===== config.mk =====
export PLATFORM = sky130hd
export DESIGN_NAME = reset_cause_classifier
export DESIGN_NICKNAME = d
export VERILOG_FILES = /design/src/rtl/rcc_pkg.sv /design/src/rtl/rcc_flag.sv /design/src/rtl/rcc_decode.sv /design/src/rtl/rcc_outreg.sv /design/src/rtl/reset_cause_classifier.sv
export SDC_FILE = /design/constraint.sdc
export NUM_CORES = 1
export LEC_CHECK = 0
export ABC_AREA = 1
export BUFFER_PORTS_ARGS = -buffer_cell sky130_fd_sc_hd__buf_2
export CAP_MARGIN = 20
export CELL_PAD_IN_SITES_DETAIL_PLACEMENT = 1
export CELL_PAD_IN_SITES_GLOBAL_PLACEMENT = 1
export CORE_AREA = 2 2 39 41
export CTS_CLUSTER_SIZE = 14
export DETAILED_ROUTE_END_ITERATION = 8
export DIE_AREA = 0 0 41 43
export GPL_ROUTABILITY_DRIVEN = 0
export PLACE_DENSITY_LB_ADDON = 0.15
export SETUP_SLACK_MARGIN = 0.5
export SLEW_MARGIN = 20
export SYNTH_ARGS = -nofsm -noshare
export SYNTH_HDL_FRONTEND = slang
export SYNTH_SLANG_ARGS = --single-unit

===== constraint.sdc =====
create_clock -name clk -period 0.81 [get_ports clk]
set_input_delay 0.1215 -clock clk [delete_from_list [all_inputs] [get_ports clk]]
set_output_delay 0.1215 -clock clk [all_outputs]
set_load 0.01 [all_outputs]

===== src/rtl/rcc_pkg.sv =====
package rcc_pkg;
  localparam int ST_W   = 5;
  localparam int CODE_W = 3;
  localparam int SW_B   = 1;
  localparam int CAP_B  = 2;
  localparam int FP_B   = 3;
  localparam int RC_B   = 4;

  typedef enum logic [CODE_W-1:0] {
    RSN_PWRON  = 3'd0,
    RSN_SOFT   = 3'd1,
    RSN_FRONT  = 3'd2,
    RSN_REMOTE = 3'd3,
    RSN_PCI    = 3'd4,
    RSN_UNK    = 3'd7
  } reason_t;
endpackage


===== src/rtl/rcc_flag.sv =====
module rcc_flag (
  input  logic clk,
  input  logic rst_n,
  input  logic set_i,
  input  logic clr_i,
  output logic flag_o
);
  always_ff @(posedge clk) begin
    if (!rst_n)     flag_o <= 1'b0;
    else if (clr_i) flag_o <= 1'b0;   // power-up dominates
    else if (set_i) flag_o <= 1'b1;
  end
endmodule


===== src/rtl/rcc_decode.sv =====
module rcc_decode
  import rcc_pkg::*;
#(
  parameter int W = ST_W
) (
  input  logic [W-1:0] status_i,
  input  logic         pci_flag_i,
  output reason_t      code_o
);
  localparam int HI_W = W - 1;

  logic [HI_W-1:0] hi;
  logic [W-1:0]    stripped;

  assign hi = status_i[W-1:1];

  always_comb begin
    stripped = status_i;
    stripped[SW_B] = 1'b0;
    code_o = RSN_UNK;
    if (pci_flag_i) begin
      code_o = RSN_PCI;
    end else begin
      // later checks override earlier ones
      if ((hi == '0) || status_i[CAP_B]) code_o = RSN_PWRON;
      if (status_i[SW_B])                code_o = RSN_SOFT;
      if (stripped[FP_B])                code_o = RSN_FRONT;
      if (stripped[RC_B])                code_o = RSN_REMOTE;
    end
  end
endmodule


===== src/rtl/rcc_outreg.sv =====
module rcc_outreg
  import rcc_pkg::*;
(
  input  logic    clk,
  input  logic    rst_n,
  input  logic    take_i,
  input  reason_t code_i,
  output logic    valid_o,
  output reason_t code_o
);
  always_ff @(posedge clk) begin
    if (!rst_n) begin
      valid_o <= 1'b0;
      code_o  <= RSN_UNK;
    end else begin
      valid_o <= take_i;
      if (take_i) code_o <= code_i;
    end
  end
endmodule


===== src/rtl/reset_cause_classifier.sv =====
module reset_cause_classifier
  import rcc_pkg::*;
#(
  parameter int ST_WIDTH = ST_W
) (
  input  logic                clk,
  input  logic                rst_n,
  input  logic [ST_WIDTH-1:0] status_word,
  input  logic                pci_evt,
  input  logic                pwrup_evt,
  input  logic                classify,
  output logic                res_valid,
  output logic [CODE_W-1:0]   res_code
);
  logic    pci_flag;
  reason_t dec_code;
  reason_t held_code;

  rcc_flag u_flag (
    .clk(clk), .rst_n(rst_n), .set_i(pci_evt), .clr_i(pwrup_evt), .flag_o(pci_flag)
  );

  rcc_decode #(.W(ST_WIDTH)) u_dec (
    .status_i(status_word), .pci_flag_i(pci_flag), .code_o(dec_code)
  );

  rcc_outreg u_out (
    .clk(clk), .rst_n(rst_n), .take_i(classify), .code_i(dec_code),
    .valid_o(res_valid), .code_o(held_code)
  );

  assign res_code = held_code;
endmodule


==> implementation parameters, run 1 <==
Parameter                              Value

STA
  Setup ws final    between 0.02 and 0.025 ns
  Slew margin rel.    between 90% and 100%
  Setup repair after global routing missed its margin    yes
  Fin. max-slew vios    0
  Measured slew at the worst slew-check pin    around 0.14 ns
  Final critical-path share of the clock period    a little over nine tenths
  Worst hold margin    0.0396 ns
  Hold violation total from the final report    0
  Aggregate negative setup slack    0 ns
  Achievable Freq    approximately 1.3 GHz
  Clock skew    0.000165 ns
  Final setup vio count    0
  Post-route minimum period    just under 0.8 ns

Synth
  Count of synthesis-stage warnings from yosys    0
  Synthesized net count    35
  Sequential cell area fraction in the yosys report    approximately half
  Synthesized netlist cell count    25
  Flops & latches, synth    5
  Avg Inst Size Synth    approximately 7.7 um2
  Number of library cell types mapped by synthesis    9
  Netlist Area Pre-Place    slightly below 200 um2

Power
  Leakage    approximately 0.17 nW
  Part of the total power dissipated in sequential elements    a little over two fifths
  Internal power contribution    ~0.0005 W
  Cell area power density    between 1500 and 2000 nW/um2
  Peak supply drop    0.436 mV
  Net switching power figure    ~0.00016 W
  Switching power share of the total    23.5%
  Clock network fraction of design power    roughly two fifths
  Combinational power share    between 10% and 20%

Layout
  Final nets    52
  Filler cell count    approximately 180
  Area used by multi-input combinational logic    ~90 um2
  Synth-to-Final Area Change    83.1%
  Non-filler instance count after layout    57
  Summed area of non-filler cells in the final layout    roughly 350 um2
  Fraction of layout instances using a drive strength above 1    68.3%
  Antenna Diode Count    0
  Commonest cells after routing, fill and taps aside    sky130_fd_sc_hd__nand2_1 (7), sky130_fd_sc_hd__buf_2 (7), sky130_fd_sc_hd__buf_6 (4), sky130_fd_sc_hd__dfxtp_2 (4)
  Area occupied by registers    approximately 110 um2

Critical path
  Data required time of the critical path    0.69 ns
  Endpoint arrival time on the critical path    between 0.6 and 0.7 ns
  CP Capture Type    primary output
  Cell Chain, Critical Path    buf_6
  Type of element launching the critical path    register
  Crit path buffers/inverters    1
  Worst setup path category    reg -> out
  Maximum fanout encountered on the critical timing path    2
  Worst-case register-to-register setup slack    0.11 ns
  Stage delay of the slowest cell on the critical path    between 0.3 and 0.4 ns
  Library cell contributing the largest single delay on the critical path    sky130_fd_sc_hd__dfxtp_2
  Depth of the most critical reg-to-reg path    3
  Startpoint of the lowest-slack register-to-register path    u_out.code_o[0]$_SDFFE_PN1P_
  Largest delay contributor family on the critical path    flip-flops
  R2R Path End    u_out.code_o[0]$_SDFFE_PN1P_

Global route
  Largest net degree at the start of global routing    4
  First-pass GRT wire length    a little under 800 um
  Total congestion overflow    0
  Vias in the first global route    220
  Aggregate global-route resource usage    under 10%
  Antenna violations before repair    0

Clock network
  Later-pin clock latency in the skew report    0.24 ns
  Number of sinks handled by clock tree synthesis    5
  Cell at the root of the clock tree    sky130_fd_sc_hd__clkbuf_4
  CTS HTree Levels    1
  Clk slew on worst S/H paths    ~0.04 ns
  Bufs on Longest Clock Path    2
  Post-CTS Hold Fix Bufs    0
  Number of CTS-inserted buffers    3
  Clock tree from TritonCTS    done

Route
  Iteration-0 DRC Markers    0
  Post-detailed-route DRC marker count    0
  Total via count in the routed design    around 210
  First-pass iteration count of the detailed router    1
  Count of nets left with antenna violations after detail routing    0
  Detailed-route wire length per cell    about 8.5 um
  Wirelength, routed    486 um
  Mean number of vias per cell    3.72

Floorplan
  Die footprint    approximately 1800 um2
  Floorplan row count    14
  I/O pin cnt    14
  Starting density of the core    13.9%
  Height of the chip    about 43 um
  Core outline area    roughly 1400 um2
  Floorplan die width    between 40 and 50 um

Hold path
  Hold EP    u_flag.flag_o$_SDFFE_PP0P_
  Worst min-delay path category    in -> reg
  Worst hold stages    2
  Start point of the worst min-delay path    pwrup_evt

Status
  Result of the run    complete, no violations

Place
  HPWL Detailed    around 360 um
  Minimum setup slack after placement    approximately 0.19 ns
  Quantity of I/O buffers inserted on ports    11
  Placed Instances    52
  Placed inst area    approximately 280 um2

Job
  Reported max-cap violation count    0
[Yosys cell counts]
library cell,instances,area share [%]
sky130_fd_sc_hd__nor2_1,2,3.9
sky130_fd_sc_hd__o21ai_1,2,5.2
sky130_fd_sc_hd__nand2_1,8,16
sky130_fd_sc_hd__nor3_2,1,5.2
sky130_fd_sc_hd__dfxtp_1,5,52
sky130_fd_sc_hd__inv_1,3,5.8
sky130_fd_sc_hd__inv_2,2,3.9
sky130_fd_sc_hd__nor2_4,1,5.8
sky130_fd_sc_hd__a21oi_1,1,2.6
[power groups by stage]
stage               registers (W)  clock network (W)  logic (W)
global route             0.000281           0.000302   0.000123
detailed placement       0.000281                  0  0.0000847
finish                   0.000279           0.000280   0.000111
floorplan                0.000288                  0  0.0000366
global placement         0.000280                  0  0.0000841
CTS                      0.000280           0.000295   0.000108
[sequential cells by signal, summed over array words and instances (netlist names)]
signal and cells:
u_out.code_o 3, u_flag.flag_o 1, u_out.valid_o 1
[routing by layer]
| metal | GRT usage, % | up-vias | part of all wire (%) |
|---|---|---|---|
| met3 | 1.57 | 0 | 6.6 |
| met2 | 10.3 | 7 | 60 |
| li1 | - | 108 | - |
| met4 | 10.0 | 0 | 0 |
| met5 | 0 | - | 0 |
| met1 | 7.03 | 97 | 33 |
[per-stage QoR]
step	power (W)	util, %
after global placement	0.000364	20.4
after CTS	0.000683	24.7
final	0.000670	25.5
after global routing	0.000706	25.5
after floorplan	0.000325	-
after detailed placement	0.000366	20.4
[final cells by class]
class / instances / share of cell area (%)
repair buffers: 12 / 24.8
multi-input cells: 15 / 25.9
clock buffers: 4 / 7.45
flip-flops and latches: 5 / 30.9
well taps: 16 / 5.67
inverters: 5 / 5.32
[timing repair]
item / 4_1_cts / 5_1_grt
gates resized for setup: 4 / 3
endpoints found under the setup margin: 8 / 8
setup buffers: 1 / 0
pin swaps: 0 / 1
[worst max path at each step]
| stage | to | depth (start not counted) | startpoint |
|---|---|---|---|
| final | res_code[1] | 1 | u_out.code_o[1]$_SDFFE_PN1P_ |
| after global routing | res_code[1] | 1 | u_out.code_o[1]$_SDFFE_PN1P_ |
| after CTS | res_code[1] | 1 | u_out.code_o[1]$_SDFFE_PN1P_ |
| after detailed placement | u_out.code_o[2]$_SDFFE_PN1P_ | 4 | classify |
| after global placement | u_out.code_o[1]$_SDFFE_PN1P_ | 5 | classify |
| after floorplan | u_out.code_o[1]$_SDFFE_PN1P_ | 2 | u_out.code_o[1]$_SDFFE_PN1P_ |
[cell families after synthesis]
family,synth area share [%]
flops,52.0
compound gates,7.79
simple gates,30.5
buf+inv,9.74
[worst register-to-register path, cell delays in order (launching register included)]
cell and delay [ns]:
sky130_fd_sc_hd__dfxtp_2 0.32, sky130_fd_sc_hd__buf_4 0.13, sky130_fd_sc_hd__a21oi_2 0.10, sky130_fd_sc_hd__nand2_1 0.05
(Power assumes the default switching activity.)
==> inputs of run 2 (changes only) <==
--- a/config.mk
+++ b/config.mk
@@ -5,7 +5,7 @@
 export SDC_FILE = /design/constraint.sdc
 export NUM_CORES = 1
 export LEC_CHECK = 0
-export ABC_AREA = 1
+export ABC_AREA = 0
 export BUFFER_PORTS_ARGS = -buffer_cell sky130_fd_sc_hd__buf_2
 export CAP_MARGIN = 20
 export CELL_PAD_IN_SITES_DETAIL_PLACEMENT = 1
==> run 2 against run 1 <==
Fmax shrank 0.81%; critical path depth is the same; first-iteration DRC count unchanged; core utilization is 2.2 points lower; synthesized cell count shrank 28%; critical path type unchanged; critical endpoint is now res_code[2]; largest power group unchanged.
==> implementation parameters, run 2 <==
Parameter                              Value

Layout
  Synth-to-Final Area Change    80.4%
  Area used by multi-input combinational logic    between 90 and 100 um2
  Largest registers    u_out.code_o x3, u_flag.flag_o x1, u_out.valid_o x1
  Commonest cells after routing, fill and taps aside    sky130_fd_sc_hd__buf_2 (7), sky130_fd_sc_hd__dfxtp_2 (5), sky130_fd_sc_hd__buf_6 (4)
  Fraction of layout instances using a drive strength above 1    a little over two thirds
  Antenna Diode Count    0
  Area occupied by registers    about 110 um2
  Most common library cell in the layout ignoring fill and taps    sky130_fd_sc_hd__buf_2
  Filler cell count    between 150 and 200
  Summed area of non-filler cells in the final layout    323 um2
  Flip-flop count of the largest register after layout    3
  Final nets    44
  Largest register by flop count    u_out.code_o

Route
  Detailed-route wire length per cell    between 9 and 10 um
  Mean number of vias per cell    around 3.8
  Post-detailed-route DRC marker count    0
  Count of nets left with antenna violations after detail routing    0
  Wirelength, routed    449 um
  Iteration-0 DRC Markers    0
  First-pass iteration count of the detailed router    1
  Total via count in the routed design    approximately 180

Global route
  Total congestion overflow    0
  Largest net degree at the start of global routing    6
  First-pass GRT wire length    between 700 and 800 um
  Aggregate global-route resource usage    under 10%
  Antenna violations before repair    0
  Vias in the first global route    around 170

Synth
  Portion of synthesized cell area occupied by the leading cell type    between 50% and 60%
  Most instantiated flip-flop cell in the synthesis netlist    sky130_fd_sc_hd__dfxtp_1
  Count of flip-flops with a built-in enable after synthesis    0
  Mux contribution to synthesized area    0%
  Share of flip-flops with an asynchronous set or reset    0%
  Number of library cell types mapped by synthesis    9
  Synthesized netlist cell count    18
  Top post-synthesis cells by count    sky130_fd_sc_hd__dfxtp_1 (5), sky130_fd_sc_hd__o21ai_1 (3), sky130_fd_sc_hd__nand2b_1 (2), sky130_fd_sc_hd__nand3_1 (2), sky130_fd_sc_hd__nor2_1 (2)
  Library cell occupying the most area in the post-synthesis netlist    sky130_fd_sc_hd__dfxtp_1
  Sequential cell area fraction in the yosys report    between 50% and 60%
  Most numerous cell in the Yosys netlist    sky130_fd_sc_hd__dfxtp_1
  Synthesized net count    28
  Count of synthesis-stage warnings from yosys    0
  Flops & latches, synth    5
  Compound-gate portion of the synthesized area    ~8.4%
  Fraction of the mapped netlist area in simple logic gates    35.7%
  Avg Inst Size Synth    around 9.9 um2
  Xor/xnor share of the synthesized area    0%
  Post-synthesis adder-cell area fraction    0%
  Netlist Area Pre-Place    roughly 180 um2
  Combinational family with the most area after synthesis    simple AND/OR/NAND/NOR gates
  Largest cells by area after synthesis    sky130_fd_sc_hd__dfxtp_1 (56%), sky130_fd_sc_hd__o21ai_1 (8.4%), sky130_fd_sc_hd__nor2b_4 (7.7%)

Hold path
  Worst min-delay path category    in -> reg
  Worst hold stages    2

STA
  Setup repair after global routing missed its margin    yes
  Hold violation total from the final report    0
  Clock skew    0.000388 ns
  Setup ws final    between 0.01 and 0.015 ns
  Achievable Freq    ~1.3 GHz
  Worst hold margin    around 0.033 ns
  Aggregate negative setup slack    0 ns
  Measured slew at the worst slew-check pin    approximately 0.12 ns
  Fin. max-slew vios    0
  Post-route minimum period    just under 0.8 ns
  Final setup vio count    0
  Final critical-path share of the clock period    between 90% and 100%
  Slew margin rel.    between 90 and 100%

Critical path
  Library cell contributing the largest single delay on the critical path    sky130_fd_sc_hd__dfxtp_2
  Largest delay contributor family on the critical path    flip-flops
  Number of logic stages on the critical path including buffering    1
  Cell Chain, Critical Path    buf_6
  Worst setup path category    reg -> out
  Crit path buffers/inverters    1
  Maximum fanout encountered on the critical timing path    2
  Endpoint arrival time on the critical path    roughly 0.67 ns
  Type of element launching the critical path    register
  Data required time of the critical path    approximately 0.69 ns
  Depth of the most critical reg-to-reg path    3
  Stage delay of the slowest cell on the critical path    ~0.32 ns
  CP Capture Type    primary output

Clock network
  Number of CTS-inserted buffers    3
  Number of sinks handled by clock tree synthesis    5
  Post-CTS Hold Fix Bufs    0
  Cell at the root of the clock tree    sky130_fd_sc_hd__clkbuf_4
  Post-CTS Repair Setup Buffers    0
  Later-pin clock latency in the skew report    0.24 ns
  Clk slew on worst S/H paths    roughly 0.05 ns
  Clock tree from TritonCTS    done
  CTS HTree Levels    1
  Bufs on Longest Clock Path    2

Power
  Peak supply drop    around 0.44 mV
  Cell area power density    around 2100 nW/um2
  Total power    around 0.00067 W
  Leakage    0.141 nW

Job
  Reported max-cap violation count    0

Floorplan
  Core outline area    roughly 1400 um2
  Floorplan row count    14
  Starting density of the core    approximately 13%
  Die footprint    between 1500 and 2000 um2
  Floorplan die width    ~41 um
  I/O pin cnt    14
  Height of the chip    approximately 43 um

Place
  Quantity of I/O buffers inserted on ports    11
  Minimum setup slack after placement    0.161 ns
  Placed inst area    258 um2

Status
  Result of the run    complete, no violations
## run 2: changes by cell type after synthesis
cell,before,now
sky130_fd_sc_hd__a21oi_1,1,0
sky130_fd_sc_hd__and2_1,0,1
sky130_fd_sc_hd__inv_1,3,0
sky130_fd_sc_hd__inv_2,2,0
sky130_fd_sc_hd__nand2_1,8,0
sky130_fd_sc_hd__nand2b_1,0,2
sky130_fd_sc_hd__nand3_1,0,2
sky130_fd_sc_hd__nor2_4,1,0
sky130_fd_sc_hd__nor2b_1,0,1
sky130_fd_sc_hd__nor2b_4,0,1
sky130_fd_sc_hd__nor3_2,1,0
sky130_fd_sc_hd__nor3b_1,0,1
sky130_fd_sc_hd__o21ai_1,2,3
## run 2: power breakdown
part / internal [W] / leakage, nW / switching [W]
Combinational: 0.0000557 / 0.0847 / 0.0000353
Clock: 0.000187 / 0.0150 / 0.000114
Sequential: 0.000266 / 0.0414 / 0.0000110
## run 2: cell families after synthesis
kind of cell,after synthesis
flip-flops,5
AO/OA/AOI/OAI,3
AND/OR/NAND/NOR,10
## run 2: final cells by class
class	count	area share, %
sequential	5	32.9
multi-input combinational	13	27.9
timing repair buffer	11	24.8
clock buffer	4	8.14
tap	16	6.20
## run 2: stage by stage
step | cells | utilization [%]
finish | 49 | 23.3
global placement | 45 | 18.6
global route | 49 | 23.3
CTS | 49 | 22.5
floorplan | 18 | -
detailed placement | 45 | 18.6
## run 2: metal layers
| metal | track usage (%) | vias up | wire length (um) |
|---|---|---|---|
| li1 | - | 92 | - |
| met1 | 6.73 | 85 | 177 |
| met2 | 8.75 | 5 | 235 |
| met3 | 4.71 | 2 | 30 |
| met4 | 10.0 | 0 | 5 |
| met5 | 0 | - | 0 |
## run 2: repair_timing
| item | 4_1_cts | 5_1_grt |
|---|---|---|
| resized for setup | 6 | 3 |
| pin swaps | 1 | 2 |
| setup endpoints to repair | 8 | 8 |
## run 2: path summary, 6_finish.rpt
kind	from	to	slack [ns]
max	u_out.code_o[2]$_SDFFE_PN1P_	res_code[2]	0.01
min	pwrup_evt	u_flag.flag_o$_SDFFE_PP0P_	0.03
max reg2reg	u_flag.flag_o$_SDFFE_PP0P_	u_out.code_o[1]$_SDFFE_PN1P_	0.15
min reg2reg	u_out.code_o[0]$_SDFFE_PN1P_	u_out.code_o[0]$_SDFFE_PN1P_	0.48
==> inputs of run 3 (changes only) <==
--- a/config.mk
+++ b/config.mk
@@ -9,7 +9,7 @@
 export BUFFER_PORTS_ARGS = -buffer_cell sky130_fd_sc_hd__buf_2
 export CAP_MARGIN = 20
 export CELL_PAD_IN_SITES_DETAIL_PLACEMENT = 1
-export CELL_PAD_IN_SITES_GLOBAL_PLACEMENT = 1
+export CELL_PAD_IN_SITES_GLOBAL_PLACEMENT = 2
 export CORE_AREA = 2 2 39 41
 export CTS_CLUSTER_SIZE = 14
 export DETAILED_ROUTE_END_ITERATION = 8
==> run 3 against run 2 <==
Cell count stayed put; critical path type unchanged; largest power group unchanged; highest routed layer is now met3; clock skew is 0.0039 ns higher; via count is 3.3% lower.
==> implementation parameters, run 3 (synthesis gave the netlist of run 2 again) <==
Parameter                              Value

Critical path
  Maximum fanout encountered on the critical timing path    2
  Worst setup path category    reg -> out
  Type of element launching the critical path    register
  Largest delay contributor family on the critical path    flip-flops
  Stage delay of the slowest cell on the critical path    about 0.32 ns
  Worst-case register-to-register setup slack    0.16 ns
  CP Capture Type    primary output
  Startpoint of the lowest-slack register-to-register path    u_flag.flag_o$_SDFFE_PP0P_
  Library cell contributing the largest single delay on the critical path    sky130_fd_sc_hd__dfxtp_2
  Launch point of the worst path    u_out.code_o[1]$_SDFFE_PN1P_
  Data required time of the critical path    a little under 0.7 ns
  Cell Chain, Critical Path    buf_6
  Endpoint arrival time on the critical path    between 0.6 and 0.7 ns
  Crit path buffers/inverters    1

Route
  Wirelength, routed    approximately 430 um
  Detailed-route wire length per cell    about 8.7 um
  Mean number of vias per cell    3.63
  Post-detailed-route DRC marker count    0
  Amount of wire on met2 after detailed routing    around 190 um
  Top layer reached by signal wires    met3
  Count of nets left with antenna violations after detail routing    0
  Met1 layer wirelength in the final routing    between 150 and 200 um
  Routed wl met3    a little under 70 um
  Iteration-0 DRC Markers    1
  First-pass iteration count of the detailed router    2
  Total via count in the routed design    approximately 180

Layout
  Commonest cells after routing, fill and taps aside    sky130_fd_sc_hd__buf_2 (7), sky130_fd_sc_hd__dfxtp_2 (5), sky130_fd_sc_hd__buf_6 (4)
  Flip-flop count of the largest register after layout    3
  Most common library cell in the layout ignoring fill and taps    sky130_fd_sc_hd__buf_2
  Final nets    44
  Layout Utilization    22.5%
  Largest register by flop count    u_out.code_o
  Antenna Diode Count    0
  Synth-to-Final Area Change    74.1%
  Fraction of layout instances using a drive strength above 1    slightly above 60%
  Largest registers    u_out.code_o x3, u_flag.flag_o x1, u_out.valid_o x1

Clock network
  Bufs on Longest Clock Path    2
  CTS HTree Levels    1
  Post-CTS Hold Fix Bufs    0
  Number of sinks handled by clock tree synthesis    5
  Clk slew on worst S/H paths    roughly 0.05 ns
  Number of CTS-inserted buffers    3
  Cell at the root of the clock tree    sky130_fd_sc_hd__clkbuf_4
  Post-CTS Repair Setup Buffers    0
  Clock tree from TritonCTS    done
  Later-pin clock latency in the skew report    around 0.24 ns

Global route
  Largest net degree at the start of global routing    6
  Antenna violations before repair    0
  Aggregate global-route resource usage    under 10%
  First-pass GRT wire length    between 700 and 800 um
  Vias in the first global route    189
  Total congestion overflow    0

Job
  Reported max-cap violation count    0

Floorplan
  Floorplan die width    between 40 and 50 um
  Floorplan row count    14
  Core outline area    roughly 1400 um2
  I/O pin cnt    14
  Die footprint    around 1800 um2
  Starting density of the core    12.9%
  Height of the chip    approximately 43 um

STA
  Measured slew at the worst slew-check pin    0.142 ns
  Hold violation total from the final report    0
  Final critical-path share of the clock period    98.0%
  Final setup vio count    0
  Fin. max-slew vios    0
  Slew margin rel.    between 90% and 100%
  Clock skew    roughly 0.0043 ns
  Post-route minimum period    approximately 0.79 ns
  Achievable Freq    1.26 GHz
  Setup repair after global routing missed its margin    yes

Power
  Peak supply drop    roughly 1.1 mV
  Cell area power density    approximately 2100 nW/um2
  Clock network fraction of design power    between 40% and 50%
  Leakage    about 0.14 nW
  Switching power share of the total    ~22%
  Total power    approximately 0.00065 W
  Internal power contribution    just over 0.0005 W
  Net switching power figure    between 0.0001 and 0.00015 W
  Combinational power share    roughly an eighth
  Part of the total power dissipated in sequential elements    between 40% and 50%

Status
  Result of the run    complete, no violations

Hold path
  Worst min-delay path category    in -> reg
  Start point of the worst min-delay path    pwrup_evt

Place
  Quantity of I/O buffers inserted on ports    11
-- run 3: power groups by stage --
| stage | Clock, W | Combinational (W) | Sequential, W |
|---|---|---|---|
| 2_1_floorplan | 0 | 0.0000264 | 0.000284 |
| 6_report | 0.000289 | 0.0000860 | 0.000277 |
| 3_5_place_dp | 0 | 0.0000725 | 0.000277 |
| 3_3_place_gp | 0 | 0.0000719 | 0.000276 |
| 5_1_grt | 0.000326 | 0.0000967 | 0.000279 |
| 4_1_cts | 0.000305 | 0.0000874 | 0.000277 |
-- run 3: layout make-up --
| type | instances | area (um2) |
|---|---|---|
| Fill cell | 170 | 1070 |
| Clock buffer | 4 | 26.3 |
| Timing Repair Buffer | 11 | 80.1 |
| Sequential cell | 5 | 106 |
| Tap cell | 16 | 20.0 |
| Multi-Input combinational cell | 13 | 78.8 |
-- run 3: worst paths after layout --
check,to,cells past startpoint
setup / recovery,res_code[1],1
hold / removal,u_flag.flag_o$_SDFFE_PP0P_,2
setup reg to reg,u_out.code_o[0]$_SDFFE_PN1P_,3
hold reg to reg,u_out.code_o[1]$_SDFFE_PN1P_,2
-- run 3: metal layers --
metal,vias to the layer above,track usage (%)
met2,11,9.06
met4,0,2.00
met1,78,6.43
met3,0,9.42
met5,-,0
li1,89,-
-- run 3: repair_timing --
item                       CTS  global route
setup endpoints to repair    8             8
gates resized for setup      6             0
pin swaps                    1             0
-- run 3: stage by stage --
stage / cell area [um2] / setup slack, ns / TNS (ns) / hold WS, ns / cells
final: 312 / 0.0166 / 0 / 0.0361 / 49
after global routing: 312 / -0.0161 / -0.0376 / 0.0295 / 49
after CTS: 312 / 0.00429 / 0 / 0.0284 / 49
after detailed placement: 258 / 0.155 / 0 / 0.285 / 45
after global placement: 258 / 0.158 / 0 / 0.274 / 45
after floorplan: 183 / 0.204 / 0 / 0.190 / 18
